[config.mk]
export PLATFORM = sky130hd
export DESIGN_NAME = csa_adder
export DESIGN_NICKNAME = d
export VERILOG_FILES = /design/src/rtl/csa_pkg.sv /design/src/rtl/csa_rca.sv /design/src/rtl/csa_section.sv /design/src/rtl/csa_adder.sv
export SDC_FILE = /design/constraint.sdc
export NUM_CORES = 1
export LEC_CHECK = 0
export BUFFER_PORTS_ARGS = -buffer_cell sky130_fd_sc_hd__buf_2
export CAP_MARGIN = 25
export CORE_UTILIZATION = 30
export DETAILED_ROUTE_END_ITERATION = 16
export SLEW_MARGIN = 20
export SYNTH_ARGS = -nofsm -noshare
export SYNTH_HDL_FRONTEND = slang
export SYNTH_HIERARCHICAL = 1
export SYNTH_SLANG_ARGS = --single-unit
[constraint.sdc]
create_clock -name vclk -period 3.8
set_input_delay 0 -clock vclk [all_inputs]
set_output_delay 0 -clock vclk [all_outputs]
set_load 0.02 [all_outputs]
[src/rtl/csa_pkg.sv]
package csa_pkg;

  // width of section s; sqrt variant grows by one every two sections,
  // the last section absorbs a remainder smaller than the next size
  function automatic int sec_w(int w, bit lin, int s);
    int left;
    int sz;
    int nxt;
    left = w;
    for (int i = 0; i <= s; i++) begin
      sz  = lin ? 4 : 2 + i / 2;
      nxt = lin ? 4 : 2 + (i + 1) / 2;
      if (sz > left) sz = left;
      if (!lin && (left - sz < nxt)) sz = left;
      if (i == s) return sz;
      left = left - sz;
    end
    return 0;
  endfunction

  function automatic int num_sec(int w, bit lin);
    int left;
    int n;
    left = w;
    n = 0;
    while (left > 0) begin
      left = left - sec_w(w, lin, n);
      n++;
    end
    return n;
  endfunction

  function automatic int sec_lo(int w, bit lin, int s);
    int lo;
    lo = 0;
    for (int i = 0; i < s; i++) lo = lo + sec_w(w, lin, i);
    return lo;
  endfunction

endpackage

[src/rtl/csa_rca.sv]
module csa_rca #(
  parameter int W = 4
) (
  input  logic [W-1:0] a_i,
  input  logic [W-1:0] b_i,
  input  logic         c_i,
  output logic [W-1:0] s_o,
  output logic         c_o
);
  logic [W:0] c;
  assign c[0] = c_i;

  for (genvar i = 0; i < W; i++) begin : g_fa
    assign s_o[i]  = a_i[i] ^ b_i[i] ^ c[i];
    assign c[i+1]  = (a_i[i] & b_i[i]) | ((a_i[i] ^ b_i[i]) & c[i]);
  end

  assign c_o = c[W];
endmodule

[src/rtl/csa_section.sv]
module csa_section #(
  parameter int W    = 4,
  parameter bit DUAL = 1'b1
) (
  input  logic [W-1:0] a_i,
  input  logic [W-1:0] b_i,
  input  logic         c_i,
  output logic [W-1:0] s_o,
  output logic         c_o
);
  logic [W:0] r0;  // result for carry-in 0 (or the real carry when single)
  logic [W:0] r1;  // result for carry-in 1

  if (DUAL) begin : g_dual
    csa_rca #(.W(W)) u_rca0 (
      .a_i(a_i), .b_i(b_i), .c_i(1'b0), .s_o(r0[W-1:0]), .c_o(r0[W])
    );
    csa_rca #(.W(W)) u_rca1 (
      .a_i(a_i), .b_i(b_i), .c_i(1'b1), .s_o(r1[W-1:0]), .c_o(r1[W])
    );
  end else begin : g_single
    csa_rca #(.W(W)) u_rca (
      .a_i(a_i), .b_i(b_i), .c_i(c_i), .s_o(r0[W-1:0]), .c_o(r0[W])
    );
    assign r1 = r0;
  end

  assign {c_o, s_o} = (DUAL && c_i) ? r1 : r0;
endmodule

[src/rtl/csa_adder.sv]
module csa_adder #(
  parameter int WIDTH_P  = 19,
  parameter bit LINEAR_P = 1'b0
) (
  input  logic [WIDTH_P-1:0] a_i,
  input  logic [WIDTH_P-1:0] b_i,
  input  logic               cin_i,
  output logic [WIDTH_P-1:0] sum_o,
  output logic               cout_o
);
  localparam int NSEC = csa_pkg::num_sec(WIDTH_P, LINEAR_P);

  logic [NSEC:0] sec_c;  // sec_c[s] = carry into section s
  assign sec_c[0] = cin_i;

  for (genvar s = 0; s < NSEC; s++) begin : g_sec
    localparam int LO = csa_pkg::sec_lo(WIDTH_P, LINEAR_P, s);
    localparam int SW = csa_pkg::sec_w(WIDTH_P, LINEAR_P, s);
    csa_section #(.W(SW), .DUAL(s != 0)) u_sec (
      .a_i (a_i[LO +: SW]),
      .b_i (b_i[LO +: SW]),
      .c_i (sec_c[s]),
      .s_o (sum_o[LO +: SW]),
      .c_o (sec_c[s+1])
    );
  end

  assign cout_o = sec_c[NSEC];
endmodule

==> run_results.csv <==
group,metric,value,unit
floorplanning,start_util,31.96,%
route,vias,1047,
layout,final_area,1779,um^2
critical_path,crit_type,"input pin to output pin",
placement,gp_congestion,0.7217,
clock_network,postCtsSetupBuffers,0,
yosys,yosys.cell_types.count,6,
floorplanning,fp.coreArea,4474,um^2
status,violations,"DRC",
global_route,antenna_found_initial,0,
route,dr.pass1.iters,10,
global_route,grt_pass1_wl,3905,um
placement,post-dp-hpwl,2238,um
yosys,synth_most_common_cell,"inv_1",
sta,setup_violations,0,
sta,tns,0,ns
yosys,yosys.area.top_type_share,50.39,%
placement,portBuffers,59,
yosys,yosys-top-cells-area,"fa_1 (50%), inv_1 (27%), mux2_2 (13%)",
clock_network,cts_resized,0,
floorplanning,io_pins,59,
critical_path,crit_path_start_kind,"input pin",
layout,n_antenna_cell,0,
clock_network,postCtsHoldBufs,0,
layout,register_area,0,um^2
floorplanning,dieArea,5047,um^2
critical_path,arrival,2.98,ns
layout,n_sequential_cell,0,
critical_path,required,3.80,ns
worst_hold_path,min_path_type,"input pin to output pin",
sta,min_period,2.979,ns
route,ant_nets,0,
placement,post_dp_cell_area,1779,um^2
sta,slew_viol_final,0,
yosys,ys_warn_count,6,
sta,fmax,335.7,MHz
yosys,syn_inst,173,
yosys,synth_top_area_cell,"fa_1",
layout,syn_to_final_growth,24.41,%
yosys,avgSynthCellArea,8.267,um^2
sta,rsz0062_at_grt,"no",
status,status,"complete, but fails checks",
critical_path,worstSetupEndpointType,"output pin",
route,finalWirelength,2216,um
floorplanning,die_height,71.05,um
route,route.detailed.drc,4,
yosys,syn_nets,248,
layout,fill_cells,446,
global_route,grt_max_degree,7,
floorplanning,rows,24,
sta,finalHoldViolations,0,
global_route,overflow,0,
global_route,grt_pass1_vias,1038,
route,wl_per_cell,7.830,um
layout,clkbuf_count,0,
yosys,syn-cell-area,1430,um^2
layout,drive_gt1_share,35.06,%
power_and_ir_drop,peakVddDrop,0.1422,mV
route,via_per_inst,3.700,
yosys,yosysSeqAreaShare,0,%
global_route,track_usage,9.154,%
critical_path,path_max_fanout,6,
yosys,synth_common_cells,"inv_1 (104), fa_1 (36), mux2_2 (16), conb_1 (10), mux2_4 (6)",
layout,finalNetCount,308,
flow_run,maxCapViolCount,0,
power_and_ir_drop,powerDensity,194.9,nW/um^2
route,drtIter0Drc,20,
power_and_ir_drop,p_leak,0.001193,uW
floorplanning,die_x,71.05,um
sta,post-route-period-util,78.39,%
==> cells in the final DEF (no fill, tap or decap) <==
cell type	instances
inv_1	104
buf_2	59
fa_1	36
mux2_2	16
mux2_4	6
conb_1	10
==> stage by stage <==
step	power [uW]	util, %	hold WS (ns)	instances	setup WS, ns
final	346.8	39.77	0.4858	283	0.8212
after global routing	390.8	39.77	0.5153	283	0.6864
after CTS	354.5	39.77	0.4910	283	0.8013
after detailed placement	352.9	39.77	0.4897	283	0.8097
after global placement	349.7	39.77	0.4806	283	0.8430
after floorplan	250.4	-	0.2787	173	1.098
==> where the power goes <==
group          total, uW  internal (uW)  switching [uW]
clock                  0              0               0
sequential             0              0               0
combinational        347            157             190
==> cells by family (layout without fill, tap and decap cells) <==
kind of cell	count (synthesis)	in the layout	synth area share (%)
fa+ha+maj	36	36	50.39
buf+inv	105	163	28.08
mux	22	22	18.90
other cells	10	10	2.625
==> worst max-delay path: stages <==
cell,delay (ns)
buf_2,0.07
inv_1,0.05
fa_1,0.43
fa_1,0.36
inv_1,0.11
mux2_2,0.40
mux2_2,0.33
mux2_2,0.31
mux2_2,0.45
mux2_4,0.32
buf_2,0.16
==> per-layer routing <==
layer / up-vias / share of wire, % / track usage (%)
met5: - / 0 / 0
met1: 472 / 40 / 11.15
li1: 533 / - / -
met2: 42 / 50 / 18.06
met4: 0 / 0 / 0
met3: 0 / 9.0 / 1.282
==> cell type report <==
cell class / count / area, um^2 / share of cell area (%)
timing repair buffer: 59 / 295.3 / 16.60
multi-input combinational: 68 / 1028 / 57.81
tap: 52 / 65.06 / 3.657
inverter: 104 / 390.4 / 21.94
==> path summary, 6_finish.rpt <==
check / startpoint / endpoint / depth (start not counted)
max: a_i[0] / sum_o[18] / 11
min: cin_i / sum_o[0] / 5
Power figures use the tool's default switching activity.
